===== src/rtl/mf_pkg.sv =====
// Shared sizes for the minifloat divide/square-root unit.
// Assumes a sign | exponent | fraction layout with an implied leading one.
package mf_pkg;
    localparam int EW   = 3;                // exponent field width
    localparam int MW   = 4;                // stored fraction width
    localparam int W    = 1 + EW + MW;      // packed word width
    localparam int BIAS = 3;                // exponent bias
    localparam int SIGW = MW + 1;           // significand with hidden one
    localparam int QW   = MW + 4;           // raw quotient/root bits
    localparam int RW   = QW + 3;           // partial remainder width
    localparam int NW   = 2 * QW;           // square-root radicand width
    localparam int EXW  = EW + 3;           // signed working exponent width
    localparam int MAXE = (1 << EW) - 1;    // largest exponent field value
    localparam int CW   = $clog2(QW + 1);   // iteration counter width

    typedef logic [W-1:0] word_t;
endpackage


===== src/rtl/mf_iter_core.sv =====
// Radix-2 restoring engine shared by divide and square root.
// One result bit per step. Divide: sig_a is the dividend significand and
// sig_b the divisor. Square root: sig_a is the (possibly doubled) radicand.
// Assumes load and step are never high together.
module mf_iter_core
    import mf_pkg::*;
(
    input  logic            clk,
    input  logic            rst_n,
    input  logic            load,
    input  logic            step,
    input  logic            op_sqrt,
    input  logic [SIGW:0]   sig_a,
    input  logic [SIGW-1:0] sig_b,
    output logic [QW-1:0]   q,
    output logic            rem_nz
);
    logic            op_q;
    logic [RW-1:0]   rem_q;
    logic [NW-1:0]   rad_q;
    logic [SIGW-1:0] dvs_q;
    logic [QW-1:0]   q_q;
    logic [RW-1:0]   cur, trial, diff, kept;
    logic            ge;

    // Form the trial subtraction for the current step.
    always_comb begin
        if (op_q) begin
            cur   = {rem_q[RW-3:0], rad_q[NW-1 -: 2]};
            trial = RW'({q_q, 2'b01});
        end else begin
            cur   = rem_q;
            trial = RW'(dvs_q);
        end
        ge   = (cur >= trial);
        diff = cur - trial;
        kept = ge ? diff : cur;
    end

    // Load operands, then shift in one result bit per step.
    always_ff @(posedge clk) begin
        if (!rst_n) begin
            op_q  <= 1'b0;
            rem_q <= '0;
            rad_q <= '0;
            dvs_q <= '0;
            q_q   <= '0;
        end else if (load) begin
            op_q  <= op_sqrt;
            q_q   <= '0;
            dvs_q <= sig_b;
            if (op_sqrt) begin
                rem_q <= '0;
                rad_q <= {sig_a, {(NW-SIGW-1){1'b0}}};
            end else begin
                rem_q <= RW'(sig_a);
                rad_q <= '0;
            end
        end else if (step) begin
            q_q   <= {q_q[QW-2:0], ge};
            rem_q <= op_q ? kept : (kept << 1);
            rad_q <= rad_q << 2;
        end
    end

    assign q      = q_q;
    assign rem_nz = |rem_q;
endmodule


===== src/rtl/mf_round_pack.sv =====
// Normalizes the raw quotient/root bits and rounds them to nearest
// with guard/round/sticky. Handles the carry out of rounding,
// saturation on overflow and flush to zero on underflow.
// Assumes q has its leading one in bit QW-1 or QW-2.
module mf_round_pack
    import mf_pkg::*;
(
    input  logic                  sign,
    input  logic signed [EXW-1:0] exp_in,
    input  logic [QW-1:0]         q,
    input  logic                  sticky,
    output word_t                 res
);
    localparam logic signed [EXW-1:0] ONE  = EXW'(1);
    localparam logic signed [EXW-1:0] EMAX = EXW'(MAXE);

    logic [MW-1:0]         frac, frac_r;
    logic [MW:0]           sum;
    logic                  g, r, s, rup;
    logic signed [EXW-1:0] e, e_r;

    // Pick the kept bits, round, and pack or clamp.
    always_comb begin
        if (q[QW-1]) begin
            frac = q[QW-2 -: MW];
            g    = q[QW-2-MW];
            r    = q[QW-3-MW];
            s    = sticky | q[0];
            e    = exp_in;
        end else begin
            frac = q[QW-3 -: MW];
            g    = q[QW-3-MW];
            r    = q[QW-4-MW];
            s    = sticky;
            e    = exp_in - ONE;
        end
        rup = g & (r | s | frac[0]);
        sum = {1'b0, frac} + (MW+1)'(rup);
        if (sum[MW]) begin
            frac_r = '0;
            e_r    = e + ONE;
        end else begin
            frac_r = sum[MW-1:0];
            e_r    = e;
        end
        if (e_r > EMAX)
            res = {sign, {(EW+MW){1'b1}}};
        else if (e_r < ONE)
            res = {sign, {(EW+MW){1'b0}}};
        else
            res = {sign, e_r[EW-1:0], frac_r};
    end
endmodule


===== src/rtl/mf_divsqrt.sv =====
// Top of the multi-cycle minifloat divide / square-root unit.
// Decodes operands, settles zero and invalid cases at once, and
// otherwise runs the shared engine for QW steps before packing.
// Assumes start is a single-cycle request. Start while busy is dropped.
module mf_divsqrt
    import mf_pkg::*;
(
    input  logic         clk,
    input  logic         rst_n,
    input  logic         start,
    input  logic         op_sqrt,
    input  logic [W-1:0] a,
    input  logic [W-1:0] b,
    output logic         busy,
    output logic         done,
    output logic [W-1:0] result
);
    localparam logic signed [EXW-1:0] BIAS_X = EXW'(BIAS);

    logic                  busy_q, done_q, sign_q;
    logic [CW-1:0]         cnt_q;
    logic signed [EXW-1:0] exp_q;
    word_t                 res_q, packed_w, spec_val;

    logic                  sa, sb, a_zero, b_zero, special;
    logic [EW-1:0]         ea, eb;
    logic [SIGW-1:0]       ma, mb;
    logic [SIGW:0]         sig_a;
    logic signed [EXW-1:0] ea_s, eb_s, u_s, u_even, e_div, e_sqrt;
    logic                  load, step;
    logic [QW-1:0]         q_raw;
    logic                  rem_nz;

    // Unpack the operands and compute exponent and special outcomes.
    always_comb begin
        sa     = a[W-1];
        sb     = b[W-1];
        ea     = a[W-2 -: EW];
        eb     = b[W-2 -: EW];
        ma     = {1'b1, a[MW-1:0]};
        mb     = {1'b1, b[MW-1:0]};
        a_zero = (ea == '0);
        b_zero = (eb == '0);
        ea_s   = $signed({{(EXW-EW){1'b0}}, ea});
        eb_s   = $signed({{(EXW-EW){1'b0}}, eb});
        u_s    = ea_s - BIAS_X;
        u_even = u_s - $signed({{(EXW-1){1'b0}}, u_s[0]});
        e_div  = ea_s - eb_s + BIAS_X;
        e_sqrt = (u_even >>> 1) + BIAS_X;
        sig_a  = (op_sqrt && u_s[0]) ? {ma, 1'b0} : {1'b0, ma};
        special  = 1'b1;
        spec_val = '0;
        if (!op_sqrt) begin
            if (b_zero)      spec_val = '1;
            else if (a_zero) spec_val = {sa ^ sb, {(W-1){1'b0}}};
            else             special  = 1'b0;
        end else begin
            if (a_zero)      spec_val = {sa, {(W-1){1'b0}}};
            else if (sa)     spec_val = '1;
            else             special  = 1'b0;
        end
    end

    assign load = !busy_q && start && !special;
    assign step = busy_q && (cnt_q != '0);

    mf_iter_core u_core (
        .clk     (clk),
        .rst_n   (rst_n),
        .load    (load),
        .step    (step),
        .op_sqrt (op_sqrt),
        .sig_a   (sig_a),
        .sig_b   (mb),
        .q       (q_raw),
        .rem_nz  (rem_nz)
    );

    mf_round_pack u_pack (
        .sign   (sign_q),
        .exp_in (exp_q),
        .q      (q_raw),
        .sticky (rem_nz),
        .res    (packed_w)
    );

    // Accept requests, count steps and publish the result.
    always_ff @(posedge clk) begin
        if (!rst_n) begin
            busy_q <= 1'b0;
            done_q <= 1'b0;
            sign_q <= 1'b0;
            cnt_q  <= '0;
            exp_q  <= '0;
            res_q  <= '0;
        end else begin
            done_q <= 1'b0;
            if (!busy_q) begin
                if (start) begin
                    if (special) begin
                        res_q  <= spec_val;
                        done_q <= 1'b1;
                    end else begin
                        busy_q <= 1'b1;
                        cnt_q  <= CW'(QW);
                        sign_q <= op_sqrt ? 1'b0 : (sa ^ sb);
                        exp_q  <= op_sqrt ? e_sqrt : e_div;
                    end
                end
            end else if (cnt_q != '0) begin
                cnt_q <= cnt_q - 1'b1;
            end else begin
                busy_q <= 1'b0;
                done_q <= 1'b1;
                res_q  <= packed_w;
            end
        end
    end

    assign busy   = busy_q;
    assign done   = done_q;
    assign result = res_q;
endmodule


===== config.mk =====
export PLATFORM = sky130hd
export DESIGN_NAME = mf_divsqrt
export DESIGN_NICKNAME = d
export VERILOG_FILES = /design/src/rtl/mf_pkg.sv /design/src/rtl/mf_iter_core.sv /design/src/rtl/mf_round_pack.sv /design/src/rtl/mf_divsqrt.sv
export SDC_FILE = /design/constraint.sdc
export NUM_CORES = 1
export LEC_CHECK = 0
export BUFFER_PORTS_ARGS = -buffer_cell sky130_fd_sc_hd__buf_2
export CAP_MARGIN = 5
export CORE_ASPECT_RATIO = 0.8
export CORE_MARGIN = 4
export CORE_UTILIZATION = 61
export CTS_CLUSTER_SIZE = 24
export DETAILED_ROUTE_END_ITERATION = 10
export PLACE_DENSITY = 0.9
export SYNTH_ARGS = -nofsm -noshare
export SYNTH_HDL_FRONTEND = slang
export SYNTH_SLANG_ARGS = --single-unit

===== constraint.sdc =====
create_clock -name clk -period 5.25 [get_ports clk]
set_input_delay 1.05 -clock clk [delete_from_list [all_inputs] [get_ports clk]]
set_output_delay 1.05 -clock clk [all_outputs]
set_load 0.02 [all_outputs]

* Word level (Yosys, flattened, before mapping)
Cells that the tools add are included.
Storage, ports and cells: bits in registers 62, latch bits 0, RAM bits 0, memory bits (read-only) 0, bits of input ports 20, output and inout bits 10, logic and storage cells 100, memories 0
Operators by class: $add $sub $neg 10, multipliers 0, divide/modulo/power cells 0, magnitude comparators 3, equality and inequality tests 3, shift-type cells 0, muxes and demuxes 48, bitwise gates (word level) 8, reduce and logical (&&, ||, !) cells 17
Operators by type and width (count):
- $mux 8 | 9
- $mux 11 | 5
- $mux 16 | 3
- $mux 6 | 5
- $mux 4 | 6
- $mux 1 | 17
- $mux 7 | 2
- $ge 11x10->1 | 1
- $reduce_or 11->1 | 1
- $sub 11x10->11 | 1
- $add 4x3->5 const B | 2
- $mux 10 | 1
- $reduce_and 3->1 | 3
- $add 6x2->6 const B | 1
- $gt 6x4->1 const B | 1
- $logic_not 3->1 | 2
- $lt 6x2->1 const B | 1
- $reduce_bool 2->1 | 3
- $sub 6x2->6 const B | 1
- $add 4x1->5 | 1
- $sub 4x2->5 | 1
- $logic_and 1x1->1 | 4
- $ne 2x2->1 const B | 2
- $reduce_bool 4->1 | 1
- other kinds (10) | 15

* Depth between registers and ports, before layout
Gate-level depths: netlist of the first run.
depth in word-level cells 13, gate-level depth with buffers 15, mapped depth without buffers 11

* Hierarchy
Synthesis of the first run repeated with hierarchy kept, for this count alone.
Second synthesis, totals: cells, all modules 490, area, all modules 4061.4 um^2
By module, submodules not included:
- mf_iter_core | times used 1, cells an instance 276, area an instance 2294.7 um^2, sequential area each 620.6 um^2
- mf_divsqrt | times used 1, cells an instance 138, area an instance 1201.2 um^2, sequential area each 400.4 um^2
- mf_round_pack | times used 1, cells an instance 76, area an instance 565.5 um^2, sequential area each 0.0 um^2

* Worst setup path before layout of the first run
Ideal clock, no wire load.
kind register to register, from reg u_core.op_q, to reg u_core.rem_q[5], library setup time 122 ps, arrival time 3518 ps, data required time 5128 ps, setup slack 1610 ps, cell stages (with the launch flop) 15, buffers on the path 5, period minus slack after synthesis 3640 ps, cell sequence dfxtp_1 > clkbuf_1 > buf_1 > clkbuf_1 > buf_1 > mux2i_1 > ha_1 > a21o_1 > and3_1 > a311o_1 > a21o_1 > buf_6 > mux2_4 > a32oi_1 > o21ai_1
On the way: cells in the longest elaborated chain, start to end 6, elaborated cells between the ends (all ways) 8, those cells by class add/sub (1); order compare (1); mux (6)
Ends and longest elaborated chain:
- start, declared | RTL line mf_iter_core.sv:18 | logic op_q;
- start signal, assigned | RTL line mf_iter_core.sv:49 | op_q <= op_sqrt;
- $mux 11 / $mux 10 (equally long branches) | RTL line mf_iter_core.sv:28 | if (op_q) begin
- $sub 11x10->11 / $ge 11x10->1 (equally long branches) | RTL line mf_iter_core.sv:36, mf_iter_core.sv:35
- $mux 11 | RTL line mf_iter_core.sv:37 | kept = ge ? diff : cur;
- $mux 11 (*) | RTL line mf_iter_core.sv:61 | rem_q <= op_q ? kept : (kept << 1);
- $mux 11 (*) | RTL line mf_iter_core.sv:59 | end else if (step) begin
- $mux 11 (*) | RTL line mf_iter_core.sv:48 | end else if (load) begin
- end signal, assigned | RTL line mf_iter_core.sv:56 | rem_q <= RW'(sig_a);
- end signal, assigned | RTL line mf_iter_core.sv:61
- end, declared | RTL line mf_iter_core.sv:19 | logic [RW-1:0] rem_q;
Every way passes the cells marked *; elsewhere a longest branch is shown, timed or not. The select of a mux whose other input is x is not followed. A chain may end at the register's enable or synchronous reset.

* Worst setup path after layout of the first run
from reg u_core.op_q, to reg u_core.rem_q[3]
Same word-level chain as after synthesis.

==> impl_table.tex, run 1 <==
\begin{tabular}{lr}
\hline
Metric & Value \\
\hline
\multicolumn{2}{l}{\textbf{Cells and area}} \\
Fin nets & 520 \\
Area growth syn-to-layout & 6.25\% \\
Final design instance area without fill & about 0.004 mm\^{}2 \\
Fraction of final layout cells with drive strength greater than 1 & 0.130 \\
Final std cells w/o fill & roughly 560 \\
\# diodes & 0 \\
Top library cells by usage in the layout, fill and taps aside & 71 x sky130\_fd\_sc\_hd\_\_nand2\_1, 51 x sky130\_fd\_sc\_hd\_\_dfxtp\_1, 39 x sky130\_fd\_sc\_hd\_\_a21oi\_1, 29 x sky130\_fd\_sc\_hd\_\_buf\_2, 22 x sky130\_fd\_sc\_hd\_\_nor2\_1 \\
Most frequent standard cell in the layout excluding fill and tap cells & sky130\_fd\_sc\_hd\_\_nand2\_1 \\
\multicolumn{2}{l}{\textbf{Setup path}} \\
Type of destination of the critical path & register \\
Startpoint type of the worst setup path & register \\
Setup CP Type & register to register \\
Arrival @ worst endpoint & 4.06 ns \\
Critical Path Fanout Max & 33 \\
Data required time at the worst endpoint & about 5.5 ns \\
\multicolumn{2}{l}{\textbf{Floorplanning}} \\
Die footprint & around 0.0075 mm\^{}2 \\
Floorplan core area & just under 0.006 mm\^{}2 \\
Die width & 95.6 um \\
Count of pins on the block boundary & 30 \\
FP Rows & 25 \\
Die span in y & a little under 80 um \\
Initial Util & 0.630 \\
\multicolumn{2}{l}{\textbf{Global routing}} \\
Maximum number of pins on one net before global-route repair & 47 \\
Global Route met1 Usage & 0.330 \\
Global-route track usage on met2 & 0.399 \\
Global-route usage over all layers & 0.249 \\
Global-route wire length before repair & $\sim$15000 um \\
Number of antenna violations at the first check in global routing & 0 \\
Vias in the first global route & $\sim$3200 \\
GRT met3 Usage & 0.0517 \\
Global route total overflow & 0 \\
Most crowded layer after global routing & met2 \\
\multicolumn{2}{l}{\textbf{Logic synthesis}} \\
Total nets after synthesis & 510 \\
FFs w/ async S/R, synth & 0 \\
Gate count after technology mapping & $\sim$470 \\
Share of the yosys chip area belonging to registers & 0.273 \\
Post-synthesis cell area & around 0.0037 mm\^{}2 \\
Ys flop type & sky130\_fd\_sc\_hd\_\_dfxtp\_1 \\
Count of cell types in the netlist & between 60 and 70 \\
Flop and latch count out of synthesis & 51 \\
EDFF count, synth & 0 \\
Synthesized area per cell & 8.02 um\^{}2 \\
Yosys synthesis warning count & 0 \\
\multicolumn{2}{l}{\textbf{Clocking}} \\
Maximum buffer depth of the clock tree & 2 \\
Clock sinks & just over 50 \\
Clock tree root buffer cell & sky130\_fd\_sc\_hd\_\_clkbuf\_8 \\
Cts bufs inserted & 5 \\
Post-CTS Repair Setup Buffers & 0 \\
Clock latency reported for the late side of the worst-skew pair & between 0.3 and 0.4 ns \\
Post\_cts resized & 0 \\
H-tree levels & 2 \\
Clock-pin slew reported for the worst setup and hold paths after clock tree synthesis & about 0.090 ns \\
Clock tree from TritonCTS & done \\
Hold Buf Count CTS & 0 \\
\multicolumn{2}{l}{\textbf{Pwr}} \\
Worst voltage drop across the vdd grid & about 0.20 mV \\
Power after layout & between 1 and 1.5 mW \\
Static power due to leakage & 1.60 nW \\
Cell area power density & a little over 300 mW/mm\^{}2 \\
\multicolumn{2}{l}{\textbf{STA}} \\
Peak clock frequency supported by timing & approximately 260 MHz \\
RSZ-0062 raised after global routing & no \\
Tightest Pin Transition & 1.15 ns \\
Clock period minus worst slack & between 3 and 4 ns \\
Final critical-path setup slack & 1.45 ns \\
Period utilisation layout & 0.724 \\
Setup TNS & 0 ns \\
Final Skew & 0.00737 ns \\
Number of pins exceeding their max-slew limit in the final report & 0 \\
Worst slew slack as a fraction of its limit & 0.235 \\
Final hold vios & 0 \\
\# setup viols final & 0 \\
\multicolumn{2}{l}{\textbf{Hold path}} \\
Type of the most critical hold path & register to register \\
\multicolumn{2}{l}{\textbf{Place}} \\
Cell total after placement & between 500 and 600 \\
Port Buffer Count & 29 \\
Sum of net half-perimeters after detailed placement & roughly 6500 um \\
Weighted congestion at the end of routability-driven global placement & $\sim$0.90 \\
Post-Place Setup Slack & 1.60 ns \\
Post-DP Area & 0.00386 mm\^{}2 \\
\multicolumn{2}{l}{\textbf{Routing}} \\
DR vias & approximately 3500 \\
Drt via density & approximately 6.3 \\
Wirelength, routed & $\sim$9000 um \\
First-pass iteration count of the detailed router & 5 \\
DRC Markers & 0 \\
Initial detailed-routing violation count & between 300 and 400 \\
Antenna Nets Post-Route & 0 \\
Average wire length per cell after detail routing & approximately 16 um \\
\multicolumn{2}{l}{\textbf{Status}} \\
Result of the run & finished clean \\
\multicolumn{2}{l}{\textbf{Flow run}} \\
Number of max-cap violations & 0 \\
\hline
\end{tabular}
## layout make-up
class | count | area [um^2]
Multi-Input combinational cell | 374 | 2530
Tap cell | 81 | 101
Timing Repair Buffer | 29 | 145
Inverter | 16 | 60.1
Clock buffer | 6 | 82.6
Fill cell | 498 | 1970
Sequential cell | 51 | 1020
Clock inverter | 2 | 35.0
## state kept, by name (all words and copies together), names as in the netlist, 4 cells and up
| register | count |
|---|---|
| u_core.dvs_q | 5 |
| u_core.rem_q | 11 |
| exp_q | 5 |
| cnt_q | 4 |
| u_core.q | 8 |
| u_core.rad_q | 6 |
| result | 8 |
## cells in the mapped netlist (all sizes together), types with 3 or more instances
cell | n | share of area
o211ai | 9 | 0.018
nand3 | 19 | 0.025
xor2 | 8 | 0.019
nand4 | 4 | 0.0067
ha | 21 | 0.070
nand2 | 71 | 0.071
a31oi | 4 | 0.0067
buf | 14 | 0.023
mux2 | 16 | 0.051
dfxtp | 51 | 0.27
nand2b | 9 | 0.015
a21oi | 40 | 0.054
clkbuf | 12 | 0.012
nor4 | 4 | 0.011
and3 | 8 | 0.013
nor2 | 23 | 0.024
o21ai | 20 | 0.027
o221ai | 6 | 0.014
nor3 | 7 | 0.0094
o31ai | 3 | 0.0060
inv | 16 | 0.016
o21a | 3 | 0.0060
xnor2 | 14 | 0.033
or4 | 3 | 0.0060
a211oi | 5 | 0.010
mux2i | 12 | 0.032
a21o | 4 | 0.0080
a21boi | 13 | 0.026
nor2b | 9 | 0.015
and2 | 11 | 0.018
## report_power, final
group / internal [mW] / leakage (nW) / switching, mW
Sequential: 0.414 / 0.416 / 0.0315
Combinational: 0.214 / 1.12 / 0.289
Clock: 0.154 / 0.0612 / 0.133
Total: 0.783 / 1.60 / 0.453
## logic make-up (layout without fill, tap and decap cells)
family,Yosys count,after routing,synth area share
compound gates,122,122,0.213
xor+xnor,22,22,0.0515
buf+inv,42,53,0.0508
flops,51,51,0.273
mux,29,29,0.0892
simple gates,178,178,0.242
fa+ha+maj,23,23,0.0809
## path summary, 6_finish.rpt
check,end,startpoint,cells after the start,slack (ns)
setup / recovery,u_core.rem_q[3]$_SDFFE_PN0P_,u_core.op_q$_SDFFE_PN0P_,9,1.45
hold / removal,u_core.rad_q[10]$_SDFFE_PN0P_,u_core.rad_q[10]$_SDFFE_PN0P_,2,0.46
setup reg to reg,u_core.rem_q[3]$_SDFFE_PN0P_,u_core.op_q$_SDFFE_PN0P_,9,1.45
hold reg to reg,u_core.rad_q[10]$_SDFFE_PN0P_,u_core.rad_q[10]$_SDFFE_PN0P_,2,0.46
## per-layer routing
layer	up-vias	routed length [um]
met5	-	0
li1	1698	-
met2	156	4180
met4	0	235
met1	1638	3830
met3	33	689
## worst max-delay path: stages, from the launching register on
cell	delay (ns)
sky130_fd_sc_hd__dfxtp_1	1.09
sky130_fd_sc_hd__mux2_2	0.43
sky130_fd_sc_hd__ha_1	0.35
sky130_fd_sc_hd__a21o_1	0.20
sky130_fd_sc_hd__and3_1	0.18
sky130_fd_sc_hd__a311o_1	0.38
sky130_fd_sc_hd__a21oi_1	0.55
sky130_fd_sc_hd__nand2_1	0.11
sky130_fd_sc_hd__a21oi_1	0.21
sky130_fd_sc_hd__o221a_2	0.22
## per-stage QoR
| step | hold slack, ns | util |
|---|---|---|
| 2_1_floorplan | 0.431 | - |
| 3_3_place_gp | 0.442 | 0.649 |
| 3_5_place_dp | 0.445 | 0.649 |
| 4_1_cts | 0.458 | 0.669 |
| 5_1_grt | 0.481 | 0.669 |
| 6_report | 0.455 | 0.669 |
Power figures use the tool's default switching activity.
==> run 2, diff against run 1 <==
Clock period 5.25 ns to 4 ns, I/O delays scaled along.
==> run 2 against run 1 <==
Effect of this change: non-clock buffer count rose by 2; critical path depth rose by 1; clock-buffer cell count rose by 1; sequential power rose by 31%; largest power group unchanged; routed wire length fell by 2.1%; critical endpoint unchanged.
==> impl_table.tex, run 2 (same netlist as run 1, synthesis figures left out) <==
\begin{tabular}{lr}
\hline
Metric & Value \\
\hline
\multicolumn{2}{l}{\textbf{Status}} \\
Result of the run & finished clean (unchanged) \\
\multicolumn{2}{l}{\textbf{STA}} \\
Final hold vios & 0 (unchanged) \\
Number of pins exceeding their max-slew limit in the final report & 0 (unchanged) \\
\# setup viols final & 0 (unchanged) \\
Setup TNS & 0 ns (unchanged) \\
Period utilisation layout & 0.891 (was 0.724) \\
Final Skew & 0.00823 ns (was 0.00737 ns) \\
Peak clock frequency supported by timing & 281 MHz (was 263 MHz) \\
Clock period minus worst slack & 3.56 ns (was 3.80 ns) \\
Final critical-path setup slack & 0.436 ns (was 1.45 ns) \\
Tightest Pin Transition & 0.842 ns (was 1.15 ns) \\
RSZ-0062 raised after global routing & no (unchanged) \\
Worst slew slack as a fraction of its limit & 0.438 (was 0.235) \\
\multicolumn{2}{l}{\textbf{Hold path}} \\
Endpoint with the worst hold slack & u\_core.dvs\_q[0]\$\_SDFFE\_PN0P\_ (was u\_core.rad\_q[10]\$\_SDFFE\_PN0P\_) \\
Worst hold path stage count & 2 (unchanged) \\
Type of the most critical hold path & register to register (unchanged) \\
Startpoint of the lowest-slack hold path & u\_core.dvs\_q[0]\$\_SDFFE\_PN0P\_ (was u\_core.rad\_q[10]\$\_SDFFE\_PN0P\_) \\
\multicolumn{2}{l}{\textbf{Cells and area}} \\
Area growth syn-to-layout & 6.05\% (was 6.25\%) \\
Fin nets & 522 (was 520) \\
Number of flip-flops under the largest register name & 11 (unchanged) \\
Filler cell count in the final layout & 501 (was 498) \\
Most frequent standard cell in the layout excluding fill and tap cells & sky130\_fd\_sc\_hd\_\_nand2\_1 (unchanged) \\
Fraction of final layout cells with drive strength greater than 1 & 0.131 (was 0.130) \\
Area of combinational cells with multiple inputs & 0.00253 mm\^{}2 (unchanged) \\
Final std cells w/o fill & 561 (was 559) \\
Largest register by flop count & u\_core.rem\_q (unchanged) \\
\# diodes & 0 (unchanged) \\
Storage element area & 0.00102 mm\^{}2 (unchanged) \\
Top library cells by usage in the layout, fill and taps aside & 71 x sky130\_fd\_sc\_hd\_\_nand2\_1, 51 x sky130\_fd\_sc\_hd\_\_dfxtp\_1, 39 x sky130\_fd\_sc\_hd\_\_a21oi\_1, 29 x sky130\_fd\_sc\_hd\_\_buf\_2, 22 x sky130\_fd\_sc\_hd\_\_nor2\_1 (unchanged) \\
\multicolumn{2}{l}{\textbf{Clocking}} \\
Clock sinks & 51 (unchanged) \\
Hold Buf Count CTS & 0 (unchanged) \\
Maximum buffer depth of the clock tree & 2 (unchanged) \\
Clock tree from TritonCTS & done (unchanged) \\
Post-CTS Repair Setup Buffers & 0 (unchanged) \\
Clock latency reported for the late side of the worst-skew pair & 0.31 ns (about the same) \\
Clock tree root buffer cell & sky130\_fd\_sc\_hd\_\_clkbuf\_8 (unchanged) \\
Clock-pin slew reported for the worst setup and hold paths after clock tree synthesis & 0.09 ns (about the same) \\
H-tree levels & 2 (unchanged) \\
Post\_cts resized & 0 (unchanged) \\
Cts bufs inserted & 5 (unchanged) \\
\multicolumn{2}{l}{\textbf{Place}} \\
Post-Place Setup Slack & 0.529 ns (was 1.60 ns) \\
Weighted congestion at the end of routability-driven global placement & 0.910 (was 0.901) \\
Port Buffer Count & 29 (unchanged) \\
Cell total after placement & 553 (was 551) \\
Sum of net half-perimeters after detailed placement & 6530 um (about the same) \\
\multicolumn{2}{l}{\textbf{Setup path}} \\
Number of cells traversed by the worst register-to-register path & 10 (was 9) \\
Arrival @ worst endpoint & 3.83 ns (was 4.06 ns) \\
Data required time at the worst endpoint & 4.26 ns (was 5.50 ns) \\
Worst flop-to-flop path endpoint & u\_core.rem\_q[3]\$\_SDFFE\_PN0P\_ (unchanged) \\
Setup CP Type & register to register (unchanged) \\
Reg-to-reg slack, setup & 0.44 ns (was 1.45 ns) \\
Type of destination of the critical path & register (unchanged) \\
Startpoint type of the worst setup path & register (unchanged) \\
Crit Reg-Reg Startpoint & u\_core.op\_q\$\_SDFFE\_PN0P\_ (unchanged) \\
Critical Path Fanout Max & 21 (was 33) \\
\multicolumn{2}{l}{\textbf{Routing}} \\
Initial detailed-routing violation count & 229 (was 346) \\
Average wire length per cell after detail routing & 15.6 um (was 16.0 um) \\
Antenna Nets Post-Route & 0 (unchanged) \\
DRC Markers & 0 (unchanged) \\
Drt via density & 6.13 (was 6.31) \\
Wirelength, routed & 8750 um (was 8940 um) \\
DR vias & 3440 (was 3525) \\
First-pass iteration count of the detailed router & 5 (unchanged) \\
\multicolumn{2}{l}{\textbf{Pwr}} \\
Power after layout & 1.56 mW (was 1.24 mW) \\
Power share of the sequential group & 0.375 (was 0.361) \\
Cell area power density & 392 mW/mm\^{}2 (was 311 mW/mm\^{}2) \\
Fraction of power consumed by combinational cells & 0.423 (was 0.407) \\
Internal power contribution & 0.968 mW (was 0.783 mW) \\
Relative contribution of the clock network to total power & 0.202 (was 0.233) \\
Net switching component of the power & 0.588 mW (was 0.453 mW) \\
Switching share of power & 0.378 (was 0.367) \\
Static power due to leakage & 1.60 nW (about the same) \\
Worst voltage drop across the vdd grid & 0.204 mV (was 0.199 mV) \\
\multicolumn{2}{l}{\textbf{Floorplanning}} \\
Floorplan core area & 0.00594 mm\^{}2 (unchanged) \\
Initial Util & 0.630 (unchanged) \\
Die span in y & 78.1 um (unchanged) \\
FP Rows & 25 (unchanged) \\
Die width & 95.6 um (unchanged) \\
Count of pins on the block boundary & 30 (unchanged) \\
Die footprint & 0.00746 mm\^{}2 (unchanged) \\
\multicolumn{2}{l}{\textbf{Global routing}} \\
Vias in the first global route & 3260 (was 3152) \\
Maximum number of pins on one net before global-route repair & 47 (unchanged) \\
Global route total overflow & 0 (unchanged) \\
Number of antenna violations at the first check in global routing & 0 (unchanged) \\
Global-route usage over all layers & 0.242 (was 0.249) \\
Global-route wire length before repair & 14800 um (was 15000 um) \\
\multicolumn{2}{l}{\textbf{Flow run}} \\
Number of max-cap violations & 0 (unchanged) \\
\hline
\end{tabular}
==> run 2: worst max path at each step <==
stage	from	endpoint	slack, ns	cells after the start
floorplan	u_core.op_q$_SDFFE_PN0P_	u_core.rem_q[5]$_SDFFE_PN0P_	0.36	14
global placement	u_core.op_q$_SDFFE_PN0P_	u_core.rem_q[9]$_SDFFE_PN0P_	0.66	9
detailed placement	u_core.op_q$_SDFFE_PN0P_	u_core.rem_q[5]$_SDFFE_PN0P_	0.53	10
CTS	u_core.op_q$_SDFFE_PN0P_	u_core.rem_q[3]$_SDFFE_PN0P_	0.50	10
global route	u_core.op_q$_SDFFE_PN0P_	u_core.rem_q[6]$_SDFFE_PN0P_	0.22	10
finish	u_core.op_q$_SDFFE_PN0P_	u_core.rem_q[3]$_SDFFE_PN0P_	0.44	10
==> run 2: per-stage QoR <==
stage / hold slack (ns) / utilization / area (um^2)
6_report: 0.468 / 0.668 / 3970
5_1_grt: 0.486 / 0.668 / 3970
4_1_cts: 0.473 / 0.668 / 3970
3_5_place_dp: 0.460 / 0.652 / 3870
3_3_place_gp: 0.441 / 0.652 / 3870
2_1_floorplan: 0.431 / - / 3740
==> run 2: worst max-delay path, stage by stage, from the launching register on <==
cell                      delay (ns)
sky130_fd_sc_hd__dfxtp_1        0.84
sky130_fd_sc_hd__buf_4          0.32
sky130_fd_sc_hd__mux2_2         0.37
sky130_fd_sc_hd__ha_1           0.38
sky130_fd_sc_hd__a21o_1         0.21
sky130_fd_sc_hd__a21oi_1        0.22
sky130_fd_sc_hd__nand3_1        0.16
sky130_fd_sc_hd__a21oi_1        0.53
sky130_fd_sc_hd__nand2_1        0.11
sky130_fd_sc_hd__a21oi_1        0.18
sky130_fd_sc_hd__o221a_2        0.20
==> run 2: power by group through the flow <==
stage	Combinational, mW	Clock (mW)	Sequential (mW)
after floorplan	0.529	0	0.591
after global placement	0.625	0	0.591
final	0.659	0.315	0.583
after global routing	0.725	0.339	0.587
after detailed placement	0.646	0	0.593
after CTS	0.652	0.321	0.582
==> run 2: per-layer routing <==
metal	GRT usage	wire length, um	vias up
met5	0	0	-
met4	0.0753	143	0
met3	0.0441	604	18
met2	0.387	4130	129
met1	0.330	3870	1600
li1	-	-	1693
==> run 2: area by class of cell <==
class | count | share of cell area
clock buffers | 7 | 0.0217
clock inverters | 1 | 0.00221
inverters | 16 | 0.0151
multi-input cells | 374 | 0.638
flip-flops and latches | 51 | 0.257
well taps | 81 | 0.0255
repair buffers | 31 | 0.0403
